===== src/rtl/dphy_cfg_pkg.sv =====
package dphy_cfg_pkg;

  localparam int NUM_WR   = 25;
  localparam int NUM_ROWS = 39;
  localparam int MAX_RATE = 1500;
  localparam int WIDX_W   = $clog2(NUM_WR);

  typedef enum logic [2:0] {
    ST_CLK_UP, ST_CODE, ST_LATCH, ST_DATA, ST_COMMIT
  } step_e;

  typedef struct packed {
    logic [5:0] hs;
    logic [3:0] icp;
    logic [5:0] lpf;
    logic [2:0] vco;
  } analog_t;

  // Row layout: {upper limit[10:0], range[5:0], charge pump[3:0], filter[5:0]}
  function automatic logic [26:0] rate_row(int i);
    case (i)
      0:  return {11'd89,   6'h00, 4'h1, 6'h02};
      1:  return {11'd99,   6'h10, 4'h1, 6'h02};
      2:  return {11'd109,  6'h20, 4'h1, 6'h02};
      3:  return {11'd129,  6'h01, 4'h1, 6'h01};
      4:  return {11'd139,  6'h11, 4'h1, 6'h01};
      5:  return {11'd149,  6'h21, 4'h1, 6'h01};
      6:  return {11'd169,  6'h02, 4'h9, 6'h02};
      7:  return {11'd179,  6'h12, 4'h9, 6'h02};
      8:  return {11'd199,  6'h22, 4'h9, 6'h02};
      9:  return {11'd219,  6'h03, 4'h2, 6'h02};
      10: return {11'd239,  6'h13, 4'h2, 6'h02};
      11: return {11'd249,  6'h23, 4'h2, 6'h02};
      12: return {11'd269,  6'h04, 4'h9, 6'h04};
      13: return {11'd299,  6'h14, 4'h9, 6'h04};
      14: return {11'd329,  6'h05, 4'h1, 6'h01};
      15: return {11'd359,  6'h15, 4'h1, 6'h01};
      16: return {11'd399,  6'h25, 4'h1, 6'h01};
      17: return {11'd449,  6'h06, 4'h6, 6'h04};
      18: return {11'd499,  6'h16, 4'h6, 6'h04};
      19: return {11'd549,  6'h07, 4'h6, 6'h08};
      20: return {11'd599,  6'h17, 4'h6, 6'h08};
      21: return {11'd649,  6'h08, 4'h6, 6'h04};
      22: return {11'd699,  6'h18, 4'h6, 6'h04};
      23: return {11'd749,  6'h09, 4'h6, 6'h04};
      24: return {11'd799,  6'h19, 4'h6, 6'h04};
      25: return {11'd849,  6'h29, 4'h6, 6'h04};
      26: return {11'd899,  6'h39, 4'h6, 6'h04};
      27: return {11'd949,  6'h0a, 4'hb, 6'h10};
      28: return {11'd999,  6'h1a, 4'hb, 6'h10};
      29: return {11'd1049, 6'h2a, 4'hb, 6'h10};
      30: return {11'd1099, 6'h3a, 4'hb, 6'h10};
      31: return {11'd1149, 6'h0b, 4'hb, 6'h08};
      32: return {11'd1199, 6'h1b, 4'hb, 6'h08};
      33: return {11'd1249, 6'h2b, 4'hb, 6'h08};
      34: return {11'd1299, 6'h3b, 4'hb, 6'h08};
      35: return {11'd1349, 6'h0c, 4'hb, 6'h08};
      36: return {11'd1399, 6'h1c, 4'hb, 6'h08};
      37: return {11'd1449, 6'h2c, 4'hb, 6'h08};
      default: return {11'd1500, 6'h3c, 4'hb, 6'h08};
    endcase
  endfunction

  function automatic logic [2:0] vco_band(int rate);
    if (rate < 200) return 3'd0;
    return 3'((rate + 100) / 200);
  endfunction

  // Byte-clock count: truncate the /8 first, then round the /1000 up
  function automatic int byte_clks(int ns, int rate);
    int eighth;
    eighth = (ns * rate) / 8;
    return (eighth + 999) / 1000;
  endfunction

  function automatic int ui_cnt(int ns, int rate);
    return (ns * rate + 999) / 1000;
  endfunction

  function automatic logic [7:0] code_of(int w);
    case (w)
      0: return 8'h10;  1: return 8'h11;  2: return 8'h12;  3: return 8'h44;
      4: return 8'h17;  5: return 8'h18;  6: return 8'h19;  7: return 8'h18;
      8: return 8'h19;  9: return 8'h22;  10: return 8'h22; 11: return 8'h20;
      12: return 8'h21; 13: return 8'h21;
      default: begin
        if (w < 20) return 8'(8'h60 + w - 14);
        return 8'(8'h70 + w - 20);
      end
    endcase
  endfunction

endpackage


===== src/rtl/dphy_rate_lookup.sv =====
module dphy_rate_lookup
  import dphy_cfg_pkg::*;
#(
  parameter int RATE_W = 11
) (
  input  logic [RATE_W-1:0] rate,
  output logic              hit,
  output analog_t           ana
);

  logic [26:0] row;

  always_comb begin
    hit = 1'b0;
    ana = '0;
    row = '0;
    for (int i = 0; i < NUM_ROWS; i++) begin
      row = rate_row(i);
      if (!hit && (int'(rate) <= int'(row[26:16]))) begin
        hit     = 1'b1;
        ana.hs  = row[15:10];
        ana.icp = row[9:6];
        ana.lpf = row[5:0];
      end
    end
    ana.vco = vco_band(int'(rate));
  end

endmodule


===== src/rtl/dphy_write_list.sv =====
module dphy_write_list
  import dphy_cfg_pkg::*;
#(
  parameter int RATE_W = 11,
  parameter int IDIV_W = 8,
  parameter int FDIV_W = 10
) (
  input  logic [WIDX_W-1:0] widx,
  input  logic [RATE_W-1:0] rate,
  input  logic [IDIV_W-1:0] ndiv,
  input  logic [FDIV_W-1:0] mdiv,
  input  analog_t           ana,
  output logic [7:0]        code,
  output logic [7:0]        data
);

  int r, nm1, mm1;

  always_comb begin
    r    = int'(rate);
    nm1  = int'(ndiv) - 1;
    mm1  = int'(mdiv) - 1;
    code = code_of(int'(widx));
    case (int'(widx))
      0:  data = 8'h83 | {2'b00, ana.vco, 3'b000};
      1:  data = {4'h0, ana.icp};
      2:  data = 8'hC0 | {2'b00, ana.lpf};
      3:  data = {1'b0, ana.hs, 1'b0};
      4:  data = 8'(nm1 & 127);
      5:  data = 8'(mm1 & 31);
      6:  data = 8'h30;
      7:  data = 8'(8'h80 | ((mm1 >> 5) & 15));
      8:  data = 8'h30;
      9:  data = 8'h07;
      10: data = 8'h87;
      11: data = 8'h4D;
      12: data = 8'h3D;
      13: data = 8'hDF;
      14: data = 8'(8'h80 | byte_clks(500, r));
      15: data = 8'(8'h80 | ui_cnt(40, r));
      16: data = 8'(8'h40 | byte_clks(300, r));
      17: data = 8'(8'h80 | ui_cnt(100, r));
      18: data = 8'(8'h20 | byte_clks(100, r));
      19: data = 8'(8'h20 | (byte_clks(60, r) + 7));
      20: data = 8'(8'h80 | byte_clks(500, r));
      21: data = 8'(8'h80 | (ui_cnt(50, r) + 20));
      22: data = 8'(8'h40 | (byte_clks(140, r) + 2));
      23: data = 8'(8'h80 | (ui_cnt(60, r) + 8));
      default: data = 8'(8'h20 | byte_clks(100, r));
    endcase
  end

endmodule


===== src/rtl/dphy_port_engine.sv =====
module dphy_port_engine
  import dphy_cfg_pkg::*;
#(
  parameter int HOLD_CYC = 2
) (
  input  logic              clk,
  input  logic              rst_n,
  input  logic              go,
  input  logic [7:0]        code,
  input  logic [7:0]        data,
  output logic              busy,
  output logic              done,
  output logic [WIDX_W-1:0] widx,
  output logic              tst_clk,
  output logic              tst_en,
  output logic [7:0]        tst_din,
  output logic              commit_ev
);

  localparam int CW = (HOLD_CYC > 1) ? $clog2(HOLD_CYC) : 1;
  localparam logic [CW-1:0]     HOLD_LAST = CW'(HOLD_CYC - 1);
  localparam logic [WIDX_W-1:0] LAST_W    = WIDX_W'(NUM_WR - 1);

  step_e         step;
  logic [CW-1:0] hcnt;
  logic          step_end;

  assign step_end  = busy && (hcnt == HOLD_LAST);
  assign commit_ev = step_end && (step == ST_DATA);

  always_ff @(posedge clk or negedge rst_n) begin
    if (!rst_n) begin
      busy    <= 1'b0;
      done    <= 1'b0;
      widx    <= '0;
      step    <= ST_CLK_UP;
      hcnt    <= '0;
      tst_clk <= 1'b0;
      tst_en  <= 1'b0;
      tst_din <= '0;
    end else begin
      done <= 1'b0;
      if (!busy) begin
        if (go) begin
          busy    <= 1'b1;
          widx    <= '0;
          step    <= ST_CLK_UP;
          hcnt    <= '0;
          tst_clk <= 1'b1;
          tst_en  <= 1'b0;
        end
      end else if (step_end) begin
        hcnt <= '0;
        case (step)
          ST_CLK_UP: begin
            step    <= ST_CODE;
            tst_en  <= 1'b1;
            tst_din <= code;
          end
          ST_CODE: begin
            step    <= ST_LATCH;
            tst_clk <= 1'b0;
          end
          ST_LATCH: begin
            step    <= ST_DATA;
            tst_en  <= 1'b0;
            tst_din <= data;
          end
          ST_DATA: begin
            step    <= ST_COMMIT;
            tst_clk <= 1'b1;
          end
          default: begin
            step <= ST_CLK_UP;
            if (widx == LAST_W) begin
              busy <= 1'b0;
              done <= 1'b1;
            end else begin
              widx <= widx + 1'b1;
            end
          end
        endcase
      end else begin
        hcnt <= hcnt + 1'b1;
      end
    end
  end

endmodule


===== src/rtl/dphy_cfg_seq.sv =====
module dphy_cfg_seq
  import dphy_cfg_pkg::*;
#(
  parameter int HOLD_CYC = 2,
  parameter int RATE_W   = 11,
  parameter int IDIV_W   = 8,
  parameter int FDIV_W   = 10
) (
  input  logic              clk,
  input  logic              rst_n,
  input  logic              start,
  input  logic [RATE_W-1:0] lane_rate,
  input  logic [IDIV_W-1:0] in_div,
  input  logic [FDIV_W-1:0] fb_div,
  output logic              busy,
  output logic              done,
  output logic              err,
  output logic              tst_clk,
  output logic              tst_en,
  output logic [7:0]        tst_din
);

  logic              hit;
  analog_t           ana_in, ana_q;
  logic [RATE_W-1:0] rate_q;
  logic [IDIV_W-1:0] ndiv_q;
  logic [FDIV_W-1:0] mdiv_q;
  logic [WIDX_W-1:0] widx;
  logic [7:0]        wr_code, wr_data;
  logic              go_ev, commit_ev;

  assign go_ev = start && !busy && hit;

  dphy_rate_lookup #(.RATE_W(RATE_W)) u_lookup (
    .rate (lane_rate),
    .hit  (hit),
    .ana  (ana_in)
  );

  always_ff @(posedge clk or negedge rst_n) begin
    if (!rst_n) begin
      err    <= 1'b0;
      rate_q <= '0;
      ndiv_q <= '0;
      mdiv_q <= '0;
      ana_q  <= '0;
    end else if (start && !busy) begin
      err <= !hit;
      if (hit) begin
        rate_q <= lane_rate;
        ndiv_q <= in_div;
        mdiv_q <= fb_div;
        ana_q  <= ana_in;
      end
    end
  end

  dphy_write_list #(.RATE_W(RATE_W), .IDIV_W(IDIV_W), .FDIV_W(FDIV_W)) u_list (
    .widx (widx),
    .rate (rate_q),
    .ndiv (ndiv_q),
    .mdiv (mdiv_q),
    .ana  (ana_q),
    .code (wr_code),
    .data (wr_data)
  );

  dphy_port_engine #(.HOLD_CYC(HOLD_CYC)) u_engine (
    .clk       (clk),
    .rst_n     (rst_n),
    .go        (go_ev),
    .code      (wr_code),
    .data      (wr_data),
    .busy      (busy),
    .done      (done),
    .widx      (widx),
    .tst_clk   (tst_clk),
    .tst_en    (tst_en),
    .tst_din   (tst_din),
    .commit_ev (commit_ev)
  );

endmodule


===== config.mk =====
export PLATFORM = sky130hd
export DESIGN_NAME = dphy_cfg_seq
export DESIGN_NICKNAME = d
export VERILOG_FILES = /design/src/rtl/dphy_cfg_pkg.sv /design/src/rtl/dphy_rate_lookup.sv /design/src/rtl/dphy_write_list.sv /design/src/rtl/dphy_port_engine.sv /design/src/rtl/dphy_cfg_seq.sv
export SDC_FILE = /design/constraint.sdc
export NUM_CORES = 1
export LEC_CHECK = 0
export BUFFER_PORTS_ARGS = -buffer_cell sky130_fd_sc_hd__buf_2
export CAP_MARGIN = 20
export CORE_ASPECT_RATIO = 1.75
export CORE_MARGIN = 1.5
export CORE_UTILIZATION = 37
export CTS_BUF_LIST = sky130_fd_sc_hd__clkbuf_16
export DETAILED_ROUTE_END_ITERATION = 10
export SLEW_MARGIN = 25
export SYNTH_ARGS = -nofsm -noshare
export SYNTH_HDL_FRONTEND = slang
export SYNTH_HIERARCHICAL = 1
export SYNTH_SLANG_ARGS = --single-unit
export TNS_END_PERCENT = 1

===== constraint.sdc =====
create_clock -name clk -period 14.6 [get_ports clk]
set_input_delay 2.19 -clock clk [delete_from_list [all_inputs] [get_ports clk]]
set_output_delay 2.19 -clock clk [all_outputs]
set_load 0.05 [all_outputs]

==> metrics.txt <==
status finished clean; Residual DRC 0; fin. max-slew vios 0; Worst Path Required around 15000 ps; Hold-fix buffers, CTS 0; Syn. warnings 6; critical path's slowest cell dfrtp_1; initial antenna violation count 0; Syn Nets around 4400; Fillers 8368; routed wl met3 ~3700 um; maximum clock path buffer count 2; post-route setup TNS 0 ps; ANT nets after route 0; CP dominant cell by count fa_1; Final Wtd Congestion 0.961; post_cts resized 0; CTS root buf clkbuf_16; detailed-route via count ~32000; vias per cell between 6 and 7; CP Capture Type flip-flop; grt total ovfl 0; min cycle time layout between 10000 and 15000 ps; Layout area overhead 5.25%; WL per Instance between 20 and 25 um; CTS HTree Levels 3; drt pass-1 iters 6; fmax 74.7 MHz; Die X-Extent 216 um; Max-Cap Viols 0; CORE AREA a little under 80000 um2; row count between 100 and 150; met2 WL 53600 um; final hold violations 0; clk_lat worst skew 350 ps; PortBufs 42; clk sink count between 60 and 70; syn avg cell area between 7 and 8 um2; Die Ht around 380 um; R2R cell count 35; Worst Tran Pin Value between 1000 and 1500 ps; CTS tree done; Iter 0 DRT Violations around 2300; crit start category flip-flop; kind of path behind the tightest hold check flip-flop to flip-flop; Mapped Cells a little over 4000; Slew HR 0.299; M1 WL roughly 38000 um; CP max FO 11; Arrival @ worst endpoint approximately 14000 ps; first-pass GRT wire length around 160000 um; dpl hpwl around 84000 um; Tot GR Track Use 0.244; Syn Std Cell Area around 30000 um2; post-route cell area slightly above 30000 um2; die area just over 80000 um2; nets@finish 4369; I/O pin cnt 45; Area after DPL 30700 um2; final setup violation count 0; Final Util 0.394; RSZ-0062 raised after global routing false; layout cells sized above 1 0.0899; CTS clk-pin slew, worst paths ~60 ps; WHS Path Cells 2; post-CTS setup buffer count 0; vias in the first global route around 31000; Starting Density 0.374; antenna cell count 0; CP peak stage delay around 810 ps; Top Layer Used met4; fin crit share 0.917; CTS buffer count 9; largest net degree at the start of global routing just under 70; clk_skew between 8 and 9 ps; WL final roughly 100000 um; crit path kind flip-flop to flip-flop
state kept, by name (all words and copies together), names as in the netlist, 3 cells and up:
register,count
ana_q,19
rate_q,11
mdiv_q,9
u_engine/tst_din,8
ndiv_q,7
u_engine/widx,5
u_engine/step,3
through the flow:
stage | setup WS [ps] | instances | hold WS (ps)
global route | 382 | 5130 | 511
CTS | 1360 | 5130 | 488
floorplan | 3360 | 4139 | 464
detailed placement | 1410 | 5114 | 475
global placement | 1450 | 5114 | 471
finish | 1210 | 5130 | 482
placed cells by master (no fill, tap or decap), drive strengths merged, types with 51 or more instances in the layout:
master	n
a211oi	80
a21o	60
a21oi	277
a31oi	78
and2	51
and3	53
buf	111
dfrtp	68
fa	71
ha	176
inv	256
mux2	76
mux2i	74
nand2	371
nand3	147
nor2	365
nor3	145
o211ai	83
o21a	61
o21ai	242
xnor2	226
xor2	89
layer usage:
layer  vias up  GRT usage
li1      15500          -
met1     15400      0.250
met2      1039      0.466
met3       353     0.0182
met4         0      0.172
met5         -          0
worst paths after layout:
check	slack, ps	end	start
hold / removal	480	u_engine/tst_din[4]$_DFFE_PN0P_	u_engine/tst_din[4]$_DFFE_PN0P_
setup / recovery	1210	u_engine/tst_din[1]$_DFFE_PN0P_	rate_q[3]$_DFFE_PN0P_
setup reg to reg	1210	u_engine/tst_din[1]$_DFFE_PN0P_	rate_q[3]$_DFFE_PN0P_
hold reg to reg	480	u_engine/tst_din[4]$_DFFE_PN0P_	u_engine/tst_din[4]$_DFFE_PN0P_
min in group asynchronous	1940	u_engine/hcnt$_DFFE_PN0P_	rst_n
max in group asynchronous	12040	ndiv_q[2]$_DFFE_PN0P_	rst_n
final cells by class:
class	instances	area (um2)	area share
Tap cell	1035	1290	0.0417
Inverter	259	972	0.0313
Timing Repair Buffer	111	731	0.0235
Multi-Input combinational cell	3641	26000	0.838
Sequential cell	68	1700	0.0548
Clock inverter	7	91.3	0.00294
Clock buffer	9	225	0.00725
critical path, delay by kind of cell, from the launching register on:
kind / cells / cell delay, ps
XOR/XNOR: 3 / 800
AO/OA/AOI/OAI: 16 / 5590
multiplexers: 4 / 1290
flip-flops: 1 / 810
AND/OR/NAND/NOR: 5 / 1900
adder cells (fa/ha/maj): 5 / 2520
buffers and inverters: 2 / 360
Power is not shown: default switching activity piles up to over one toggle a cycle in this logic, so the estimate is an artifact.
